<file path="src/rtl/rsk_pkg.sv">
package rsk_pkg;
  typedef enum logic [1:0] {
    OP_HOLD = 2'd0,
    OP_PUSH = 2'd1,
    OP_POP  = 2'd2
  } rsk_op_e;
endpackage

</file>
<file path="src/rtl/rsk_ctrl.sv">
module rsk_ctrl
  import rsk_pkg::*;
(
  input  logic    push_i,
  input  logic    pop_i,
  output rsk_op_e op_o
);
  // push has priority over a simultaneous pop
  always_comb begin
    if (push_i)     op_o = OP_PUSH;
    else if (pop_i) op_o = OP_POP;
    else            op_o = OP_HOLD;
  end
endmodule

</file>
<file path="src/rtl/rsk_level.sv">
module rsk_level
  import rsk_pkg::*;
#(
  parameter int unsigned ADDR_W  = 10,
  parameter bit          IS_LAST = 1'b0
) (
  input  logic              clk_i,
  input  logic              rst_ni,
  input  rsk_op_e           op_i,
  input  logic [ADDR_W-1:0] above_i,
  input  logic [ADDR_W-1:0] below_i,
  output logic [ADDR_W-1:0] q_o
);
  logic [ADDR_W-1:0] d;

  always_comb begin
    unique case (op_i)
      OP_PUSH: d = above_i;
      OP_POP:  d = IS_LAST ? q_o : below_i;
      default: d = q_o;
    endcase
  end

  always_ff @(posedge clk_i or negedge rst_ni) begin
    if (!rst_ni) q_o <= '0;
    else         q_o <= d;
  end
endmodule

</file>
<file path="src/rtl/rsk_stack.sv">
module rsk_stack
  import rsk_pkg::*;
#(
  parameter int unsigned ADDR_W = 10,
  parameter int unsigned DEPTH  = 3
) (
  input  logic              clk_i,
  input  logic              rst_ni,
  input  logic              push_i,
  input  logic [ADDR_W-1:0] push_addr_i,
  input  logic              pop_i,
  output logic [ADDR_W-1:0] pop_addr_o
);
  localparam int unsigned LAST = DEPTH - 1;

  rsk_op_e op;
  logic [DEPTH-1:0][ADDR_W-1:0] lvl_q;

  rsk_ctrl u_ctrl (
    .push_i (push_i),
    .pop_i  (pop_i),
    .op_o   (op)
  );

  for (genvar i = 0; i < DEPTH; i++) begin : g_lvl
    logic [ADDR_W-1:0] above, below;
    if (i == 0) begin : g_top
      assign above = push_addr_i;
    end else begin : g_mid
      assign above = lvl_q[i-1];
    end
    if (i == LAST) begin : g_bot
      assign below = lvl_q[i];
    end else begin : g_nbot
      assign below = lvl_q[i+1];
    end
    rsk_level #(
      .ADDR_W  (ADDR_W),
      .IS_LAST (i == LAST)
    ) u_level (
      .clk_i   (clk_i),
      .rst_ni  (rst_ni),
      .op_i    (op),
      .above_i (above),
      .below_i (below),
      .q_o     (lvl_q[i])
    );
  end

  assign pop_addr_o = lvl_q[0];
endmodule

</file>
<file path="config.mk">
export PLATFORM = sky130hd
export DESIGN_NAME = rsk_stack
export DESIGN_NICKNAME = d
export VERILOG_FILES = /design/src/rtl/rsk_pkg.sv /design/src/rtl/rsk_ctrl.sv /design/src/rtl/rsk_level.sv /design/src/rtl/rsk_stack.sv
export SDC_FILE = /design/constraint.sdc
export NUM_CORES = 1
export LEC_CHECK = 0
export BUFFER_PORTS_ARGS = -buffer_cell sky130_fd_sc_hd__buf_2
export CAP_MARGIN = 0
export CORE_MARGIN = 2
export CORE_UTILIZATION = 45
export CTS_BUF_LIST = sky130_fd_sc_hd__clkbuf_2
export CTS_CLUSTER_SIZE = 10
export DETAILED_ROUTE_END_ITERATION = 8
export PLACE_DENSITY = 0.67
export SLEW_MARGIN = 20
export SYNTH_ARGS = -nofsm -noshare
export SYNTH_HDL_FRONTEND = slang
export SYNTH_SLANG_ARGS = --single-unit
</file>
<file path="constraint.sdc">
create_clock -name clk_i -period 1.95 [get_ports clk_i]
set_input_delay 0 -clock clk_i [delete_from_list [all_inputs] [get_ports clk_i]]
set_output_delay 0 -clock clk_i [all_outputs]
set_load 0.02 [all_outputs]
</file>
==> impl_metrics.tcl, run 1 <==
set metrics [dict create \
    outcome "finished, final reports clean" \
    final_nets 156 \
    track_usage 0.159 \
    worstSkewPairLatency_ns 0.34 \
    critical_path_buf_inv_count 1 \
    cp.arrival_ns 0.96 \
    setup_viol 0 \
    vdd_ir_drop_max_mv 0.560 \
    fp.dieH_um 58.4 \
    wl_um 2300 \
    post_cts_buffers 0 \
    seq_area_frac_synth 0.564 \
    timing.fmax_mhz 1050 \
    max_stage_delay_ns 0.44 \
    ys_warn_count 0 \
    first_iter_violations 16 \
    gp_congestion 0.692 \
    ys_ff_latch 30 \
    synth.net_count 121 \
    timing_max_transition_violations_final 0 \
    largest_register "g_lvl.u_level.q_o" \
    syn_area_mm2 0.00133 \
    crit_cells 1 \
    vias 873 \
    viasPerCell 5.02 \
    placed_cell_area_mm2 0.00145 \
    netlist_top_cells_area "dfrtp_1, mux2i_1, mux2_4, o21ai_1, nand2_1" \
    start_util 0.478 \
    die_area_mm2 0.00341 \
    hold_path_class "in -> reg" \
    postSynthAreaPerCell_um2 12.4 \
    cts_made_buffers 5 \
    dpl.hpwl_um 1470 \
    cp_cell_sequence "buf_2" \
    r2r_slack_ns 1.15 \
    clockBufferDepth 2 \
    rsz0062_at_grt "no" \
    crit_path_start_kind "register" \
    antenna_left 0 \
    finish.instance_area_mm2 0.00160 \
    cp_max_fo 3 \
    drt-met1-wl_um 1070 \
    reg2reg_depth 1 \
    wl_met3_um 116 \
    drcViolationCount 0 \
    p_leak_nw 0.812 \
    tritoncts "built" \
    fin_total_pwr_w 0.00134 \
    grt_overflow 0 \
    synthFlopType "dfrtp_1" \
    finalHoldViolations 0 \
    cts.repair.resized 0 \
    timing.hold.ws_ns 0.0736 \
    final.setup.tns_ns 0 \
    worstMarginPinSlew_ns 0.648 \
    grt_pass1_vias 915 \
    clockRootBuffer "clkbuf_2" \
    area_growth_pct 20.0 \
    core_area_mm2 0.00278 \
    antenna_found_initial 0 \
    synthDominantCellAreaShare 0.564 \
    ctsHtreeMaxLevel 2 \
    largest_reg_flops 30 \
    worstSetupEndpointType "output port" \
    hold_buffers 11 \
    r2r-start "g_lvl[1].u_level.q_o[9]" \
    synth_cell_type_count 7 \
    critPathSlowestCell "dfrtp_1" \
    rows 19 \
    top_layer "met4" \
    cts_sinks 30 \
    fin_skew_ns 0.00997 \
    top_regs "g_lvl.u_level.q_o x30" \
    yosysMostFrequentCell "dfrtp_1" \
    critPathLaunch "g_lvl[0].u_level.q_o[9]" \
    worstReg2RegEnd "g_lvl[2].u_level.q_o[9]" \
    yosys.area.top_type "dfrtp_1" \
    antenna_cells 0 \
    firstDrtPassIters 4 \
    drive_gt1_frac 0.273 \
    relSlewSlack 0.568 \
    portBuffers 23 \
    async_flop_share 1.00 \
    routedWlPerCell_um 13.2 \
    max_cap_viol_count 0 \
    crit_end "pop_addr_o[9]" \
    ios 24 \
    fin_ws_ns 0.995 \
    grt_pass1_wl_um 3950 \
    clkTransAtPathRegs_ns 0.14 \
    cp.required_ns 1.95 \
    timing.final.crit_share 0.490 \
    period_needed_ns 0.955 \
    cp_top_family "flip-flops" \
    netlist_top_cells_count "dfrtp_1, mux2i_1, nand2_1, o21ai_1, mux2_4" \
    pwr_density_cell_mw_per_mm2 841 \
    place_ws_ns 0.902 \
    synth_edf_count 0 \
    wl_met2_um 1060 \
    syn_inst 107 \
    grt_max_degree 31 \
    die_x_um 58.4 \
    crit_type "reg -> out" \
]
power by group:
group	total, W	switching [W]	internal [W]
sequential	0.000786	0.0000692	0.000717
combinational	0.000284	0.000131	0.000153
clock	0.000273	0.000196	0.0000765
total	0.00134	0.000397	0.000947
layout make-up:
| class | count | area (µm²) |
|---|---|---|
| tap | 31 | 38.8 |
| fill | 239 | 1180 |
| clock buffer | 5 | 25.0 |
| sequential | 30 | 751 |
| multi-input combinational | 70 | 526 |
| clock inverter | 3 | 11.3 |
| timing repair buffer | 35 | 245 |
worst min path at each step:
stage | from | to | depth (start not counted)
4_1_cts | push_i | g_lvl[1].u_level.q_o[5] | 3
5_1_grt | push_i | g_lvl[1].u_level.q_o[5] | 3
6_report | push_i | g_lvl[1].u_level.q_o[5] | 3
3_3_place_gp | rst_ni | g_lvl[0].u_level.q_o[6] | 1
2_1_floorplan | rst_ni | g_lvl[0].u_level.q_o[0] | 0
3_5_place_dp | rst_ni | g_lvl[2].u_level.q_o[6] | 1
metal layers:
| metal | vias to the layer above | GRT usage |
|---|---|---|
| li1 | 435 | - |
| met4 | 0 | 0.0897 |
| met1 | 407 | 0.193 |
| met2 | 25 | 0.254 |
| met5 | - | 0 |
| met3 | 6 | 0.0462 |
per-stage QoR:
stage,std cells,utilization
2_1_floorplan,107,-
3_3_place_gp,155,0.521
3_5_place_dp,155,0.521
4_1_cts,174,0.574
5_1_grt,174,0.574
6_report,174,0.574
cell usage in the layout, fill, tap and decap left out:
cell and instances:
buf_12 1, buf_2 23, mux2i_1 20, dfrtp_1 30, clkinv_1 3, mux2_4 10
nand2_1 20, clkbuf_2 5, o21ai_1 20, dlygate4sd3_1 11
logic make-up (layout without fill, tap and decap cells):
| family | count (synthesis) | after routing | share of synthesized area |
|---|---|---|---|
| mux | 30 | 30 | 0.263 |
| flops | 30 | 30 | 0.564 |
| compound gates | 20 | 20 | 0.0753 |
| simple gates | 20 | 20 | 0.0564 |
| buf+inv | 7 | 43 | 0.0405 |
No activity file was read; power rests on OpenSTA's default activity.
==> run 2: changes to the inputs <==
==> constraint.sdc (replaced) <==
create_clock -name clk_i -period 0.95 [get_ports clk_i]
set_input_delay 0 -clock clk_i [delete_from_list [all_inputs] [get_ports clk_i]]
set_output_delay 0 -clock clk_i [all_outputs]
set_load 0.02 [all_outputs]
==> impl_metrics.tcl, run 2 (synthesized netlist as in run 1, its figures left out) <==
set metrics [dict create \
    outcome "finished, violations left" \
    failed_checks "setup timing" \
    fp.dieH_um 58.4 \
    rows 19 \
    area_growth_pct 37.2 \
    timing_max_transition_violations_final 0 \
    crit_path_start_kind "register" \
    clkTransAtPathRegs_ns 0.17 \
    die_x_um 58.4 \
    fill_cells 218 \
    max_cap_viol_count 0 \
    internal_power_w 0.00261 \
    period_needed_ns 0.955 \
    track_usage 0.167 \
    crit_type "reg -> out" \
    worstMarginPinSlew_ns 0.385 \
    cp_top_family "flip-flops" \
    grt_max_degree 26 \
    wl_um 2360 \
    cts_sinks 30 \
    clockRootBuffer "clkbuf_2" \
    power_switching_w 0.000877 \
    gp_congestion 0.663 \
    finalHoldViolations 0 \
    cp.arrival_ns 0.96 \
    grt_pass1_vias 962 \
    drive_gt1_frac 0.333 \
    largest_register "g_lvl.u_level.q_o" \
    first_iter_violations 12 \
    worstSkewPairLatency_ns 0.37 \
    fin_skew_ns 0.0116 \
    cts_made_buffers 5 \
    clockBufferDepth 2 \
    multi_input_area_um2 526 \
    die_area_mm2 0.00341 \
    grt_overflow 0 \
    grt_pass1_wl_um 4150 \
    rsz0062_at_grt "yes" \
    relSlewSlack 0.744 \
    swShare 0.252 \
    regArea_um2 751 \
    antenna_found_initial 0 \
    post-place-cells 158 \
    cp_cell_sequence "buf_6" \
    cp.required_ns 0.95 \
    dpl.hpwl_um 1540 \
    start_util 0.478 \
    drcViolationCount 0 \
    stdcell_count 184 \
    timing.fmax_mhz 1050 \
    ctsHtreeMaxLevel 2 \
    mostFrequentLayoutCells "dfrtp_1, mux2i_1, nand2_1, o21ai_1, buf_2" \
    p_leak_nw 0.918 \
    tritoncts "built" \
    worstSetupEndpointType "output port" \
    hold_path_class "in -> reg" \
    p_clk_frac 0.329 \
    vias 920 \
    pwr_density_cell_mw_per_mm2 1910 \
    max_stage_delay_ns 0.44 \
    antenna_left 0 \
    antenna_cells 0 \
    cp_max_fo 3 \
    critical_path_buf_inv_count 1 \
    timing.hold.ws_ns 0.0342 \
    vdd_ir_drop_max_mv 2.10 \
    setup_viol 2 \
    viasPerCell 5.00 \
    top_regs "g_lvl.u_level.q_o x30" \
    core_area_mm2 0.00278 \
    pwr-share-comb 0.209 \
    final_nets 166 \
    final_common_cell "dfrtp_1" \
    routedWlPerCell_um 12.8 \
    fin_ws_ns -0.00510 \
    timing.final.crit_share 1.01 \
    critPathSlowestCell "dfrtp_1" \
    firstDrtPassIters 4 \
    portBuffers 23 \
    largest_reg_flops 30 \
    ios 24 \
    seq_power_share 0.462 \
]
run 2: changes by cell type in the layout (fill, tap and decap cells not counted):
cell       change
bufinv_16      +2
buf_2         -10
buf_6         +10
buf_4          +7
buf_12         +3
clkinv_1       -2
run 2: routing by layer:
metal / wire [µm] / share of wire / GRT usage
met1: 1040 / 0.44 / 0.194
met2: 1180 / 0.50 / 0.273
met3: 130 / 0.055 / 0.0769
met4: 10 / 0.0042 / 0.0598
met5: 0 / 0 / 0
run 2: power by group through the flow:
| stage | registers, W | clock network (W) | logic (W) |
|---|---|---|---|
| floorplan | 0.00166 | 0 | 0.000356 |
| finish | 0.00161 | 0.00115 | 0.000728 |
| global route | 0.00163 | 0.00123 | 0.000803 |
| global placement | 0.00162 | 0 | 0.000566 |
| detailed placement | 0.00163 | 0 | 0.000590 |
| CTS | 0.00160 | 0.00117 | 0.000710 |
run 2: path summary, 6_finish.rpt:
check                      slack (ns)  depth (start not counted)                       to               startpoint
max                            -0.005                          1            pop_addr_o[4]  g_lvl[0].u_level.q_o[4]
min                              0.03                          3  g_lvl[1].u_level.q_o[5]                   push_i
max reg2reg                      0.08                          3  g_lvl[0].u_level.q_o[7]  g_lvl[0].u_level.q_o[7]
min reg2reg                      0.54                          1  g_lvl[2].u_level.q_o[1]  g_lvl[2].u_level.q_o[1]
max in group asynchronous        0.48                          3  g_lvl[2].u_level.q_o[0]                   rst_ni
min in group asynchronous        0.05                          2  g_lvl[0].u_level.q_o[3]                   rst_ni
run 2: through the flow:
stage                     power (W)  TNS (ns)  instance area, µm²  worst slack [ns]   util
after CTS                   0.00349   -0.0913                1790           -0.0325  0.645
after detailed placement    0.00222         0                1510             0.175  0.543
after floorplan             0.00202         0                1330             0.182      -
after global placement      0.00218         0                1510             0.197  0.543
final                       0.00349  -0.00656                1820          -0.00510  0.656
after global routing        0.00367    -0.356                1820           -0.0777  0.656
run 2: area by class of cell:
class	count	share of cell area
clock buffer	5	0.0137
clock inverter	3	0.0350
multi-input combinational	70	0.288
sequential	30	0.412
tap	31	0.0213
timing repair buffer	45	0.230
run 2: worst reg2reg max path, stage by stage, from the launching register on:
cell and delay (ns):
dfrtp_1 0.43, buf_4 0.14, mux2i_1 0.14, o21ai_1 0.08
run 2: repair_timing:
item | in CTS | in global routing
buffers inserted | 7 | 0
endpoints found under the setup margin | 10 | 10
gates resized for setup | 10 | 10
endpoints found under the hold margin | 40 | 0
hold buffers | 11 | 0
